File: config.mk
export PLATFORM = sky130hd
export DESIGN_NAME = flit_prio_sched
export DESIGN_NICKNAME = d
export VERILOG_FILES = /design/src/rtl/flit_sched_pkg.sv /design/src/rtl/fs_prio_pick.sv /design/src/rtl/fs_flit_mux.sv /design/src/rtl/fs_out_stage.sv /design/src/rtl/flit_prio_sched.sv
export SDC_FILE = /design/constraint.sdc
export NUM_CORES = 1
export LEC_CHECK = 0
export CORE_MARGIN = 4
export CORE_UTILIZATION = 31
export CTS_CLUSTER_SIZE = 12
export DETAILED_ROUTE_END_ITERATION = 6
export GPL_ROUTABILITY_DRIVEN = 0
export GPL_TIMING_DRIVEN = 0
export PLACE_DENSITY = 0.8
export SETUP_SLACK_MARGIN = 0.1
export SYNTH_ARGS = -nofsm -noshare
export SYNTH_HDL_FRONTEND = slang
export SYNTH_SLANG_ARGS = --single-unit
File: constraint.sdc
create_clock -name clk -period 4 [get_ports clk]
set_input_delay 0.6 -clock clk [delete_from_list [all_inputs] [get_ports clk]]
set_output_delay 0.6 -clock clk [all_outputs]
set_load 0.005 [all_outputs]
File: src/rtl/flit_sched_pkg.sv
package flit_sched_pkg;
  localparam int unsigned DEF_LANES  = 4;
  localparam int unsigned DEF_FLIT_W = 8;

  function automatic int unsigned idx_width(input int unsigned n);
    return (n < 2) ? 1 : $clog2(n);
  endfunction
endpackage

File: src/rtl/fs_prio_pick.sv
module fs_prio_pick #(
  parameter int unsigned NUM_LANES = flit_sched_pkg::DEF_LANES,
  localparam int unsigned VC_W = flit_sched_pkg::idx_width(NUM_LANES)
) (
  input  logic [NUM_LANES-1:0] elig,
  output logic [NUM_LANES-1:0] pick,
  output logic [VC_W-1:0]      pick_idx,
  output logic                 any
);
  logic [NUM_LANES:0] above;
  assign above[NUM_LANES] = 1'b0;

  for (genvar i = 0; i < NUM_LANES; i++) begin : g_chain
    assign pick[i]  = elig[i] & ~above[i+1];
    assign above[i] = above[i+1] | elig[i];
  end

  assign any = above[0];

  always_comb begin
    pick_idx = '0;
    for (int i = 0; i < NUM_LANES; i++)
      if (pick[i]) pick_idx = pick_idx | VC_W'(i);
  end
endmodule

File: src/rtl/fs_flit_mux.sv
module fs_flit_mux #(
  parameter int unsigned NUM_LANES = flit_sched_pkg::DEF_LANES,
  parameter int unsigned FLIT_W    = flit_sched_pkg::DEF_FLIT_W
) (
  input  logic [NUM_LANES-1:0]        sel,
  input  logic [NUM_LANES*FLIT_W-1:0] data,
  output logic [FLIT_W-1:0]           flit
);
  always_comb begin
    flit = '0;
    for (int i = 0; i < NUM_LANES; i++)
      if (sel[i]) flit = flit | data[i*FLIT_W +: FLIT_W];
  end
endmodule

File: src/rtl/fs_out_stage.sv
module fs_out_stage #(
  parameter int unsigned FLIT_W = flit_sched_pkg::DEF_FLIT_W,
  parameter int unsigned VC_W   = 2
) (
  input  logic              clk,
  input  logic              rst_n,
  input  logic              load_any,
  input  logic [FLIT_W-1:0] load_flit,
  input  logic [VC_W-1:0]   load_vc,
  output logic              accept,
  output logic              out_valid,
  input  logic              out_ready,
  output logic [FLIT_W-1:0] out_flit,
  output logic [VC_W-1:0]   out_vc
);
  assign accept = !out_valid || out_ready;

  always_ff @(posedge clk) begin
    if (!rst_n) begin
      out_valid <= 1'b0;
      out_flit  <= '0;
      out_vc    <= '0;
    end else if (accept) begin
      out_valid <= load_any;
      if (load_any) begin
        out_flit <= load_flit;
        out_vc   <= load_vc;
      end
    end
  end

  AST_HOLD_STALL: assert property (@(posedge clk) disable iff (!rst_n)
    out_valid && !out_ready |=> out_valid && $stable(out_flit) && $stable(out_vc));
endmodule

File: src/rtl/flit_prio_sched.sv
module flit_prio_sched #(
  parameter int unsigned NUM_LANES = flit_sched_pkg::DEF_LANES,
  parameter int unsigned FLIT_W    = flit_sched_pkg::DEF_FLIT_W,
  localparam int unsigned VC_W = flit_sched_pkg::idx_width(NUM_LANES)
) (
  input  logic                        clk,
  input  logic                        rst_n,
  input  logic [NUM_LANES-1:0]        lane_req,
  input  logic [NUM_LANES-1:0]        lane_credit_ok,
  input  logic [NUM_LANES*FLIT_W-1:0] lane_flit,
  output logic [NUM_LANES-1:0]        lane_grant,
  output logic                        out_valid,
  input  logic                        out_ready,
  output logic [FLIT_W-1:0]           out_flit,
  output logic [VC_W-1:0]             out_vc
);
  logic [NUM_LANES-1:0] elig, pick;
  logic [VC_W-1:0]      pick_idx;
  logic                 any_elig, accept;
  logic [FLIT_W-1:0]    sel_flit;

  assign elig = lane_req & lane_credit_ok;

  fs_prio_pick #(.NUM_LANES(NUM_LANES)) i_pick (
    .elig(elig), .pick(pick), .pick_idx(pick_idx), .any(any_elig)
  );

  fs_flit_mux #(.NUM_LANES(NUM_LANES), .FLIT_W(FLIT_W)) i_mux (
    .sel(pick), .data(lane_flit), .flit(sel_flit)
  );

  fs_out_stage #(.FLIT_W(FLIT_W), .VC_W(VC_W)) i_out (
    .clk(clk), .rst_n(rst_n), .load_any(any_elig), .load_flit(sel_flit),
    .load_vc(pick_idx), .accept(accept), .out_valid(out_valid),
    .out_ready(out_ready), .out_flit(out_flit), .out_vc(out_vc)
  );

  assign lane_grant = pick & {NUM_LANES{accept}};

  AST_GRANT_ONEHOT: assert property (@(posedge clk) disable iff (!rst_n)
    $onehot0(lane_grant));
  AST_GRANT_ELIGIBLE: assert property (@(posedge clk) disable iff (!rst_n)
    (lane_grant & ~(lane_req & lane_credit_ok)) == '0);
  AST_NO_HIGHER_ELIGIBLE: assert property (@(posedge clk) disable iff (!rst_n)
    (lane_grant != '0) |-> ((lane_req & lane_credit_ok & ~((lane_grant << 1) - 1'b1)) == '0));
  AST_NO_GRANT_STALL: assert property (@(posedge clk) disable iff (!rst_n)
    out_valid && !out_ready |-> lane_grant == '0);
  AST_LOAD_VALID: assert property (@(posedge clk) disable iff (!rst_n)
    (lane_grant != '0) |=> out_valid);
  AST_IDLE_DRAIN: assert property (@(posedge clk) disable iff (!rst_n)
    (!out_valid || out_ready) && ((lane_req & lane_credit_ok) == '0) |=> !out_valid);
endmodule

==> results.yml <==
floorplanning:
  die_y_um: 52.0
  die_w_um: 52.0
  initial_core_util_pct: 33.6
  io_pins: 58
  core_area_sq_um: 1780
  rows: 15
  die-area_sq_um: 2700
timing:
  worst_pin_slew_ns: 0.506
  hold_viol: 0
  tns_ns: 0
  slew_headroom_pct: 66.3
  fin_crit_sh_pct: 79.7
  post-route-min-period_ns: 3.19
  rsz0062_at_grt: "false"
  finalSetupViolations: 0
  skew_ns: 0.00250
  fmax_ghz: 0.314
  slew_violations: 0
critical_path:
  cpMaxStageDelayCell: "a222oi_1"
  slowest_delay_ns: 0.54
  end_kind: "output pin"
  crit_chain: "clkdlybuf4s50_1 > a222oi_1 > and2b_1 > buf_6 > nor2b_1 > clkdlybuf4s50_1"
  required_ns: 3.40
  critPathBufInv: 3
  worst_path_most_repeated_cell: "clkdlybuf4s50_1"
  cp_top_family: "buffers and inverters"
  worstPathMaxFanout: 9
  critPathKind: "primary input to output pin"
  critPathLaunchType: "primary input"
  critical_path_arrival_ns: 2.59
global_routing:
  grtUsageMet2_pct: 31.8
  gr-usage-all-layers_pct: 17.6
  grt.overflow.total: 0
  grt_max_degree: 11
  grt_pass1_vias: 795
  grt_most_used_layer: "met2"
  grtUsageMet3_pct: 4.87
  grt_pass1_wl_um: 3500
  use_met1_pct: 18.6
  antenna_found_initial: 0
routing:
  drt_wl_total_um: 2330
  antenna_left: 0
  wl_per_cell_um: 15.0
  num_vias: 822
  viasPerCell: 5.27
  drc: 0
  firstDrtPassIters: 4
  drt-initial-drc-count: 59
cts:
  cts_tree: "done"
  clockRootBuffer: "clkbuf_4"
  clk_pin_slew_ns: 0.07
  h-tree-depth: 1
  post-cts-setup-buffers: 0
  cts_buffers: 3
  clock-sinks: 11
  postCtsHoldBufs: 0
  clock_latency_ns: 0.26
  ctsLongestPathBuffers: 2
  cts_resized: 0
yosys:
  synth_nets: 113
  yosys_warnings: 0
  syn_area_sq_um: 599
  ys_ff_latch: 11
  synthDistinctLibCells: 22
  ys_seq_area_share_pct: 36.7
  syn_avg_cell_area_sq_um: 8.56
  syn_inst: 70
final_layout:
  finalNetCount: 175
  final_layout_size_suffix_gt1_share_pct: 7.63
  most-common-layout-cells: "clkdlybuf4s50_1 (57), nand2_1 (11), dfxtp_1 (11)"
  final_common_cell: "clkdlybuf4s50_1"
  insertedDiodeCount: 0
  syn_to_final_growth_pct: 105
pwr:
  p_total_mw: 0.320
  leakagePower_nw: 0.447
  vdd_drop_max_mv: 0.157
  p_per_area_nw_per_um2: 261
flow_run:
  drv_cap: 0
hold_path:
  hold_path.class: "flop to flop"
outcome:
  status: "completed"
placement:
  port_buffers: 57
  hpwl_um: 1820
-- tightest hold or removal path: stages (launching register included) --
cell and delay (ns):
dfxtp_1 0.31, o21ai_1 0.12, a31oi_1 0.05
-- cell families (layout without fill, tap and decap cells) --
family,Yosys count,count (layout),synth area share (%)
and+or+nand+nor,22,22,18.4
buffers and inverters,7,68,7.10
AOI/OAI and AO/OA,30,30,37.8
DFF,11,11,36.7
-- metrics by stage --
stage          util, %  instance area, sq um  worst slack, ns  hold WS, ns  instances
3_5_place_dp      67.4                  1200            0.819        0.514        152
6_report          68.8                  1230            0.810        0.527        156
3_3_place_gp      67.4                  1200            0.849        0.509        152
5_1_grt           68.8                  1230            0.668        0.550        156
4_1_cts           68.8                  1230            0.817        0.526        156
2_1_floorplan        -                   599             1.90        0.507         70
-- metal layers --
layer  part of all wire, %  up-vias
met5                     0        -
met2                    45       51
li1                      -      396
met3                    15        2
met1                    38      373
met4                   1.1        0
-- sequential cells by signal (all words and copies together), names as in the netlist --
register         count
i_out.out_valid      1
i_out.out_vc         2
i_out.out_flit       8
-- power by group --
group	internal [mW]	switching, mW
combinational	0.0780	0.0404
clock	0.0385	0.0365
sequential	0.121	0.00581
-- cell type report --
type,instances,area (sq um)
repair buffers,57,571
fillers,154,556
multi-input cells,52,337
flip-flops and latches,11,220
plain buffers,6,38.8
well taps,25,31.3
clock buffers,4,26.3
inverters,1,3.75
-- cells in the mapped netlist --
cell type | count | share of area (%)
dfxtp_1 | 11 | 37
nand2_1 | 11 | 6.9
a222oi_1 | 9 | 15
a31oi_1 | 8 | 8.4
o21ai_1 | 6 | 5.0
nor2b_1 | 5 | 5.2
and3_1 | 2 | 2.1
buf_6 | 2 | 3.8
clkbuf_1 | 2 | 1.3
o21ai_2 | 2 | 2.9
a21oi_2 | 1 | 1.5
a22oi_1 | 1 | 1.3
and2_1 | 1 | 1.0
and2_2 | 1 | 1.3
and2b_1 | 1 | 1.3
buf_1 | 1 | 0.63
buf_2 | 1 | 0.83
inv_1 | 1 | 0.63
nor2_1 | 1 | 0.63
o21a_1 | 1 | 1.3
o22ai_1 | 1 | 1.0
o31a_1 | 1 | 1.5
-- worst paths after layout --
path         depth (start not counted)  slack [ns]                 to               from
max                                  6        0.81      lane_grant[0]        lane_req[3]
max reg2reg                          5        2.56  i_out.out_flit[6]    i_out.out_valid
min reg2reg                          2        0.53  i_out.out_flit[3]  i_out.out_flit[3]
min                                  2        0.53  i_out.out_flit[3]  i_out.out_flit[3]
No activity file was read; power rests on OpenSTA's default activity.
